### config.mk
export PLATFORM = sky130hd
export DESIGN_NAME = fwd_engine
export DESIGN_NICKNAME = d
export VERILOG_FILES = /design/src/rtl/fwd_pkg.sv /design/src/rtl/fwd_addr_table.sv /design/src/rtl/fwd_vlan_map.sv /design/src/rtl/fwd_engine.sv
export SDC_FILE = /design/constraint.sdc
export NUM_CORES = 1
export LEC_CHECK = 0
export ABC_CLOCK_PERIOD_IN_PS = 8550
export BUFFER_PORTS_ARGS = -buffer_cell sky130_fd_sc_hd__buf_4
export CAP_MARGIN = 20
export CORE_MARGIN = 2
export CORE_UTILIZATION = 35
export CTS_CLUSTER_DIAMETER = 100
export CTS_CLUSTER_SIZE = 14
export DETAILED_ROUTE_END_ITERATION = 16
export PLACE_DENSITY_LB_ADDON = 0.25
export SLEW_MARGIN = 20
export SYNTH_ARGS = -nofsm -noshare
export SYNTH_HDL_FRONTEND = slang
export SYNTH_SLANG_ARGS = --single-unit
### constraint.sdc
create_clock -name clk -period 8.55 [get_ports clk]
set_clock_uncertainty 0.2 [all_clocks]
set_input_delay 1.2825 -clock clk [delete_from_list [all_inputs] [get_ports clk]]
set_output_delay 1.2825 -clock clk [all_outputs]
set_load 0.01 [all_outputs]
### src/rtl/fwd_pkg.sv
package fwd_pkg;
   localparam int MAC_W  = 48;
   localparam int IG_BIT = 40;   // individual/group bit of the first octet

   function automatic logic is_group_addr(input logic [MAC_W-1:0] a);
      return a[IG_BIT];
   endfunction
endpackage

### src/rtl/fwd_addr_table.sv
module fwd_addr_table
   import fwd_pkg::*;
#(
   parameter int DEPTH   = 8,
   parameter int PW      = 3,
   parameter int REPL_RR = 1
) (
   input  logic             clk,
   input  logic             rst_n,
   input  logic [MAC_W-1:0] lk_mac,
   output logic             lk_hit,
   output logic [PW-1:0]    lk_port,
   input  logic             lr_en,
   input  logic [MAC_W-1:0] lr_mac,
   input  logic [PW-1:0]    lr_port
);
   localparam int IDX_W = (DEPTH > 1) ? $clog2(DEPTH) : 1;

   logic [DEPTH-1:0] vld_q;
   logic [MAC_W-1:0] mac_q [DEPTH];
   logic [PW-1:0]    prt_q [DEPTH];

   logic [DEPTH-1:0] lk_match, sa_match;
   logic             sa_hit, has_free, full_ok, wr_en;
   logic [IDX_W-1:0] sa_idx, free_idx, full_idx, wr_idx;

   always_comb begin
      lk_port  = '0;
      sa_idx   = '0;
      free_idx = '0;
      for (int i = 0; i < DEPTH; i++) begin
         lk_match[i] = vld_q[i] && (mac_q[i] == lk_mac);
         sa_match[i] = vld_q[i] && (mac_q[i] == lr_mac);
         if (lk_match[i]) lk_port = lk_port | prt_q[i];
      end
      for (int i = DEPTH - 1; i >= 0; i--) begin
         if (sa_match[i]) sa_idx = IDX_W'(i);
         if (!vld_q[i])   free_idx = IDX_W'(i);
      end
   end

   assign lk_hit   = |lk_match;
   assign sa_hit   = |sa_match;
   assign has_free = ~&vld_q;

   generate
      if (REPL_RR != 0) begin : g_rr
         logic [IDX_W-1:0] rr_q;
         always_ff @(posedge clk) begin
            if (!rst_n)
               rr_q <= '0;
            else if (lr_en && !sa_hit && !has_free)
               rr_q <= (rr_q == IDX_W'(DEPTH - 1)) ? '0 : rr_q + 1'b1;
         end
         assign full_ok  = 1'b1;
         assign full_idx = rr_q;
      end else begin : g_keep
         assign full_ok  = 1'b0;
         assign full_idx = '0;
      end
   endgenerate

   assign wr_en  = lr_en && (sa_hit || has_free || full_ok);
   assign wr_idx = sa_hit ? sa_idx : (has_free ? free_idx : full_idx);

   always_ff @(posedge clk) begin
      if (!rst_n)
         vld_q <= '0;
      else if (wr_en)
         vld_q[wr_idx] <= 1'b1;
   end

   always_ff @(posedge clk) begin
      if (wr_en) begin
         mac_q[wr_idx] <= lr_mac;
         prt_q[wr_idx] <= lr_port;
      end
   end

   // learning updates in place, so an address never sits in two entries
   p_single_hit_r7: assert property (@(posedge clk) disable iff (!rst_n)
      $onehot0(lk_match));
endmodule

### src/rtl/fwd_vlan_map.sv
module fwd_vlan_map
   import fwd_pkg::*;
#(
   parameter int NPORT   = 6,
   parameter int NUM_GRP = 7,
   parameter int PW      = 3,
   parameter int GW      = 3
) (
   input  logic [NPORT*GW-1:0]      cfg_grp,
   input  logic [NUM_GRP*MAC_W-1:0] cfg_rtr_mac,
   input  logic [NUM_GRP-1:0]       cfg_rtr_en,
   input  logic [PW-1:0]            in_port,
   input  logic [MAC_W-1:0]         da,
   output logic [NPORT-1:0]         members,
   output logic                     rtr_hit
);
   logic [GW-1:0] in_grp;

   always_comb begin
      in_grp = '0;
      for (int p = 0; p < NPORT; p++)
         if (in_port == PW'(p)) in_grp = cfg_grp[p*GW +: GW];
   end

   generate
      for (genvar p = 0; p < NPORT; p++) begin : g_mem
         assign members[p] = (cfg_grp[p*GW +: GW] == in_grp);
      end
   endgenerate

   always_comb begin
      rtr_hit = 1'b0;
      for (int g = 0; g < NUM_GRP; g++)
         if (in_grp == GW'(g) && cfg_rtr_en[g] &&
             cfg_rtr_mac[g*MAC_W +: MAC_W] == da)
            rtr_hit = 1'b1;
   end
endmodule

### src/rtl/fwd_engine.sv
module fwd_engine
   import fwd_pkg::*;
#(
   parameter int NUM_LAN   = 5,
   parameter int TBL_DEPTH = 8,
   parameter int NUM_GRP   = 7,
   parameter int REPL_RR   = 1,
   localparam int NPORT    = NUM_LAN + 1,
   localparam int PW       = $clog2(NPORT),
   localparam int GW       = (NUM_GRP > 1) ? $clog2(NUM_GRP) : 1
) (
   input  logic                     clk,
   input  logic                     rst_n,
   input  logic                     req_valid,
   input  logic [PW-1:0]            req_port,
   input  logic [MAC_W-1:0]         req_da,
   input  logic [MAC_W-1:0]         req_sa,
   input  logic [NPORT*GW-1:0]      cfg_grp,
   input  logic [NUM_GRP*MAC_W-1:0] cfg_rtr_mac,
   input  logic [NUM_GRP-1:0]       cfg_rtr_en,
   input  logic [NPORT-1:0]         cfg_learn_dis,
   input  logic [NPORT-1:0]         cfg_block,
   output logic                     dec_valid,
   output logic [NPORT-1:0]         dec_ports,
   output logic                     dec_drop
);
   localparam int CPU_IDX = NUM_LAN;
   localparam logic [NPORT-1:0] CPU_BIT = NPORT'(1) << CPU_IDX;

   generate
      if (NUM_LAN < 1 || TBL_DEPTH < 2 || NUM_GRP < 1) begin : g_bad_cfg
         $error("fwd_engine: NUM_LAN>=1, TBL_DEPTH>=2, NUM_GRP>=1 required");
      end
   endgenerate

   logic [NPORT-1:0] in_bit, members, raw, pass, fwd;
   logic             lk_hit, rtr_hit, lr_en, blk_in;
   logic [PW-1:0]    lk_port;

   assign in_bit = NPORT'(1) << req_port;
   assign blk_in = |(cfg_block & in_bit);
   assign lr_en  = req_valid && !is_group_addr(req_sa) && !(|(cfg_learn_dis & in_bit));

   fwd_addr_table #(.DEPTH(TBL_DEPTH), .PW(PW), .REPL_RR(REPL_RR)) u_tbl (
      .clk(clk), .rst_n(rst_n),
      .lk_mac(req_da), .lk_hit(lk_hit), .lk_port(lk_port),
      .lr_en(lr_en), .lr_mac(req_sa), .lr_port(req_port)
   );

   fwd_vlan_map #(.NPORT(NPORT), .NUM_GRP(NUM_GRP), .PW(PW), .GW(GW)) u_map (
      .cfg_grp(cfg_grp), .cfg_rtr_mac(cfg_rtr_mac), .cfg_rtr_en(cfg_rtr_en),
      .in_port(req_port), .da(req_da), .members(members), .rtr_hit(rtr_hit)
   );

   always_comb begin
      if (rtr_hit)
         raw = CPU_BIT & ~in_bit;
      else if (!is_group_addr(req_da) && lk_hit)
         raw = (NPORT'(1) << lk_port) & members & ~in_bit;
      else
         raw = members & ~in_bit;
      pass = (blk_in && raw != CPU_BIT) ? '0 : raw;
      fwd  = pass & ~cfg_block;
   end

   always_ff @(posedge clk) begin
      if (!rst_n) begin
         dec_valid <= 1'b0;
         dec_ports <= '0;
         dec_drop  <= 1'b0;
      end else begin
         dec_valid <= req_valid;
         dec_ports <= req_valid ? fwd : '0;
         dec_drop  <= req_valid && (fwd == '0);
      end
   end

   p_valid_next_r1: assert property (@(posedge clk) disable iff (!rst_n)
      req_valid |=> dec_valid);
   p_idle_quiet_r1: assert property (@(posedge clk) disable iff (!rst_n)
      !req_valid |=> (!dec_valid && dec_ports == '0 && !dec_drop));
   p_no_reflect_r3: assert property (@(posedge clk) disable iff (!rst_n)
      req_valid |=> ((dec_ports & (NPORT'(1) << $past(req_port))) == '0));
   p_group_fence_r4: assert property (@(posedge clk) disable iff (!rst_n)
      (req_valid && !rtr_hit) |=> ((dec_ports & ~$past(members)) == '0));
   p_router_cpu_r6: assert property (@(posedge clk) disable iff (!rst_n)
      (req_valid && rtr_hit) |=> ((dec_ports & ~CPU_BIT) == '0));
   p_block_mask_r9: assert property (@(posedge clk) disable iff (!rst_n)
      req_valid |=> ((dec_ports & $past(cfg_block)) == '0));
   p_blocked_in_r9: assert property (@(posedge clk) disable iff (!rst_n)
      (req_valid && blk_in) |=> (dec_ports == '0 || dec_ports == CPU_BIT));
endmodule

### Word level (Yosys, flattened, before mapping)

Memory sizes are Yosys's and may differ from the RTL's.
Index checks and enable logic that the tools add are counted.

* flip-flop bits (word level): 19
* bits in writable memories: 408
* input bits: 475
* output and inout bits: 8
* logic and storage cells: 168
* memories kept: 2

Memory list
* u_tbl.mac_q: depth 8, width 48, read ports 8, clocked after memory_dff 0, write ports 1, line fwd_addr_table.sv:20 `logic [MAC_W-1:0] mac_q [DEPTH];`
* u_tbl.prt_q: depth 8, width 3, read ports 8, clocked after memory_dff 0, write ports 1, line fwd_addr_table.sv:21 `logic [PW-1:0] prt_q [DEPTH];`

* add/subtract/negate cells: 1
* magnitude comparators: 2
* equal/unequal tests: 42
* shift-type cells: 2
* multiplexer cells: 47
* bitwise operators: 16
* reductions and logical operators: 51

Operators with widths (number)
* == test 48 bit: 23
* 2-to-1 mux 3 bit: 33
* logical AND 1 bit: 38
* bitwise AND 6 bit: 6
* OR 3 bit: 7
* == test 3 bit: 6
* == test 3 bit, second input constant: 6
* 2-to-1 mux 6 bit: 3
* OR reduction 8 bit: 2
* == test 3 x 2 -> 1 bit, second input constant: 4
* NOT 6 bit: 2
* OR reduction 6 bit: 2
* left shift 1 x 3 -> 6 bit, first input constant: 2
* 2-to-1 mux 1 bit: 10
* OR 8 bit: 1
* AND reduction 8 bit: 1
* == test 3 x 1 -> 1 bit, second input constant: 2
* logical NOT 3 bit: 2
* logical NOT 6 bit: 1
* != test 6 bit, second input constant: 1
* logical NOT 1 bit: 4
* less-than comparator 3 x 4 -> 1 bit, second input constant: 1
* adder 3 x 1 -> 3 bit, second input constant: 1
* demux 1 bit (select 3 bit): 1
* other kinds (2): 2

### Logic depth before layout (Yosys ltp)

An unclocked memory read counts as a cell.

* depth in word-level cells: 29
* gate-level depth with buffers: 15
* mapped depth without buffers: 11

### Modules after synthesis

From an unflattened synthesis, not the netlist that was laid out.

* cells, all modules: 2603
* area total of the unflattened synthesis: 28722.5 um2

Modules (own cells, without submodules)
* fwd_addr_table: times used 1, cells an instance 1932, area an instance 23386.2 um2
* fwd_vlan_map: times used 1, cells an instance 588, area an instance 4578.1 um2
* fwd_engine: times used 1, cells an instance 83, area an instance 758.2 um2

### Least setup slack after synthesis

OpenSTA, ideal clock, no wires.

* path type: input to register
* from: input req_port[0]
* to: memory u_tbl.mac_q[6][0] (enable)
* arrival: 8138 ps
* slack: -377 ps
* cell stages on the path: 9
* path through: buf_2 > buf_2 > buf_1 > mux4_2 > inv_1 > o22ai_1 > nor3b_1 > nand2_1 > nor4_1

* cells in the longest elaborated chain, start to end: 7

Ends and longest elaborated chain
* start, declared: line fwd_engine.sv:15 `input logic [PW-1:0] req_port,`
* left shift 1 x 3 -> 6 bit: line fwd_engine.sv:40 `assign in_bit = NPORT'(1) << req_port;`
* bitwise AND 6 bit: line fwd_engine.sv:42 `assign lr_en = req_valid && !is_group_addr(req_sa) && !(|(cfg_learn_dis & in_bit));`
* OR reduction 6 bit: line fwd_engine.sv:42
* logical NOT 1 bit: line fwd_engine.sv:42
* logical AND 1 bit: line fwd_engine.sv:42
* 2-to-1 mux 1 bit: line fwd_addr_table.sv:74 `if (wr_en) begin`
* 2-to-1 mux 1 bit (implied by the code): line fwd_addr_table.sv:75 `mac_q[wr_idx] <= lr_mac;`
* end, declared: line fwd_addr_table.sv:20

Every way passes these cells.

### Worst setup path in the final report

* from: input req_sa[5]
* to: memory u_tbl.mac_q[4][16] (enable)

* cells in the longest elaborated chain, start to end: 11
* elaborated cells on any way between the ends: 26
* classes of those cells: eq/ne (8); mux (9); reduce/logical (9)

Ends and longest elaborated chain
* start, declared: line fwd_engine.sv:17 `input logic [MAC_W-1:0] req_sa,`
* == test 48 bit: line fwd_addr_table.sv:33 `sa_match[i] = vld_q[i] && (mac_q[i] == lr_mac);`
* logical AND 1 bit: line fwd_addr_table.sv:33
* 2-to-1 mux 3 bit (8 in a row): line fwd_addr_table.sv:37 `if (sa_match[i]) sa_idx = IDX_W'(i);`
* 2-to-1 mux 3 bit *: line fwd_addr_table.sv:64 `assign wr_idx = sa_hit ? sa_idx : (has_free ? free_idx : full_idx);`

Mark *: on every way between the ends. The rest lies on a longest branch, timed or not.

==> results.json <==
{
  "outcome": "finished clean",
  "synthDistinctLibCells": 82,
  "antenna_found_initial": 20,
  "grtUsageTotal_pct": 41.1,
  "place.gp.congestion": 1.11,
  "routed-via-count": 24152,
  "port_buffers": 482,
  "critPathCaptureType": "flop",
  "swShare_pct": 30.2,
  "dieArea_um2": 81600,
  "rr_worst_depth": 13,
  "start_util_pct": 35.3,
  "overflow": 0,
  "seq_area_frac_synth_pct": 45.5,
  "crit_start": "req_sa[5]",
  "syn-num-nets": 2937,
  "routed_via_density": 6.16,
  "seq_area_um2": 12600,
  "synth_edf_count": 408,
  "pre_cts_ws_ps": 2130,
  "finalNetCount": 3330,
  "hold_viol": 0,
  "power.internal_w": 0.00352,
  "clockBufferDepth": 3,
  "switchingPower_w": 0.00152,
  "seq_power_share_pct": 46.1,
  "synth.most_common_cell": "xnor2_1",
  "drive_gt1_share_pct": 20.8,
  "drv_slew": 0,
  "cts_num_sinks": 427,
  "crit_type": "in2reg",
  "cts_tree": "done",
  "async_flop_share_pct": 0,
  "synth-main-ff-cell": "edfxtp_1",
  "firstDrtPassIters": 9,
  "syn_avg_cell_area_um2": 11.3,
  "yosys_warnings": 0,
  "arrival_ps": 5970,
  "hp-class": "reg2reg",
  "required_ps": 8580,
  "p_comb_share_pct": 20.9,
  "peakVddDrop_v": 0.000135,
  "cts_made_buffers": 37,
  "critical_path_peak_fanout": 24,
  "power.density_nw_per_um2": 152,
  "synth_top_cell_by_area": "edfxtp_1",
  "ys_seq_elements": 427,
  "worstMarginPinSlew_ps": 1150,
  "place_hpwl_mm": 128,
  "htree_levels": 2,
  "r2r-end": "u_tbl.mac_q[4][16]",
  "rsz0062_at_grt": "false",
  "grt_pass1_vias": 23637,
  "grt_start_max_net_pins": 53,
  "grt_pass1_wl_mm": 223,
  "synth_area_leaders": "edfxtp_1 (44%), xnor2_1 (19%), xor2_1 (12%)",
  "detail-route-antenna-nets": 0,
  "multi_input_area_um2": 14000,
  "wl_met1_mm": 62.9,
  "netlist.area_leader.share_pct": 44.1,
  "setup_tns_ps": 0,
  "final.min_clock_period_ps": 5950,
  "cts_root_buf": "clkbuf_16",
  "synth_common_cells": "xnor2_1 (604), edfxtp_1 (408), xor2_1 (373)",
  "reg2reg_slack_ps": 3100,
  "max_freq_ghz": 0.168,
  "clkTransAtPathRegs_ps": 70,
  "startpoint_type": "primary input",
  "final.setup.worst_slack_ps": 2600,
  "hold_buffers": 0,
  "initialDrtViolationCount": 3333,
  "clock_latency_ps": 600,
  "die_x_um": 286,
  "reg2reg_from": "u_tbl.mac_q[2][33]",
  "relSlewSlack_pct": 22.7,
  "setup_violations": 0,
  "leakagePower_nw": 11.3,
  "met2_length_mm": 79.3,
  "core_um2": 78700,
  "pin_count": 483,
  "ctsResizeCount": 0,
  "post_cts_buffers": 0,
  "p_clk_share_pct": 33.0,
  "maxCapViolCount": 0,
  "highest_layer": "met5",
  "fillers": 7615,
  "synthCells": 2460,
  "die_h_um": 286,
  "wire_per_inst_um": 44.1,
  "drc_errors": 0,
  "routed_wl_mm": 173,
  "finalCritPeriodShare_pct": 69.5,
  "met3_length_mm": 15.8,
  "rows": 103,
  "crit_path_end": "u_tbl.mac_q[4][16]",
  "areaGrowthSynthToFinish_pct": 19.7,
  "synth_area_um2": 27800
}
[worst max-delay path, cell delays in order]
cell	delay (ps)
buf_4	350
nor2b_1	90
a221o_1	270
nor4_1	960
nand4_1	560
o31ai_1	270
or2_2	190
nor3_1	60
nor2b_1	200
nor2_1	500
nand4_1	250
inv_2	440
buf_4	460
[power by group through the flow]
| stage | logic [W] | clock network [W] | registers (W) |
|---|---|---|---|
| after floorplan | 0.000490 | 0 | 0.00236 |
| after global placement | 0.00103 | 0 | 0.00237 |
| after detailed placement | 0.00103 | 0 | 0.00237 |
| after CTS | 0.00103 | 0.00167 | 0.00232 |
| after global routing | 0.00107 | 0.00173 | 0.00232 |
| final | 0.00105 | 0.00166 | 0.00232 |
[per-layer routing]
| layer | GRT usage (%) | vias to the layer above |
|---|---|---|
| met1 | 49.5 | 12230 |
| li1 | - | 9599 |
| met5 | 0 | - |
| met2 | 66.8 | 1830 |
| met4 | 29.0 | 12 |
| met3 | 7.41 | 481 |
[worst min path at each step]
stage	cells after the start	from	endpoint
2_1_floorplan	2	u_tbl.full_idx[0]	u_tbl.full_idx[0]
3_3_place_gp	2	u_tbl.full_idx[0]	u_tbl.full_idx[0]
3_5_place_dp	2	u_tbl.full_idx[0]	u_tbl.full_idx[0]
4_1_cts	2	u_tbl.full_idx[0]	u_tbl.full_idx[0]
5_1_grt	2	u_tbl.full_idx[0]	u_tbl.full_idx[0]
6_report	2	u_tbl.full_idx[0]	u_tbl.full_idx[0]
[flip-flops by register name, indices dropped and copies added, names as in the netlist]
name            count
dec_ports           6
dec_drop            1
u_tbl.full_idx      3
u_tbl.vld_q         8
u_tbl.mac_q       384
u_tbl.prt_q        24
dec_valid           1
[metrics by stage]
step                      std cells  cell area, um2  hold WS (ps)  total power [W]  util, %
after global routing           3918           33200           383          0.00512     42.2
after detailed placement       3862           32100           332          0.00340     40.8
after floorplan                2460           27800           267          0.00285        -
final                          3923           33200           337          0.00504     42.2
after global placement         3861           32100           287          0.00340     40.8
after CTS                      3910           33200           342          0.00502     42.1
[kinds of logic (layout without fill, tap and decap cells)]
| kind of cell | after synthesis | after routing | share of synthesized area (%) |
|---|---|---|---|
| AND/OR/NAND/NOR | 580 | 580 | 12.6 |
| buffers and inverters | 249 | 651 | 4.40 |
| AO/OA/AOI/OAI | 212 | 212 | 6.05 |
| multiplexers | 13 | 13 | 0.523 |
| other | 0 | 11 | 0 |
| flip-flops | 427 | 427 | 45.5 |
| adder cells (fa/ha/maj) | 2 | 2 | 0.0901 |
| XOR/XNOR | 977 | 977 | 30.8 |
[area by class of cell]
class,count,area share [%]
antenna,11,0.0828
clock buffer,44,2.99
clock inverter,4,0.113
inverter,94,1.06
multi-input combinational,1784,42.2
sequential,427,38.0
tap,1050,3.95
timing repair buffer,509,11.6
[cell usage in the layout (no fill, tap or decap), types with 15 or more instances in the layout]
cell and n:
xor2_1 373, o21ai_0 15, xnor2_1 604, nand4_1 163, buf_4 503, o22ai_1 38, nand2b_1 56, nor2_1 30
o2111ai_1 18, nor2b_1 34, nand2_1 41, nand3_1 40, edfxtp_1 408, inv_1 83, nor4_1 121, clkbuf_16 39
nor3_1 34, dfxtp_1 19
No activity file was read; power rests on OpenSTA's default activity.
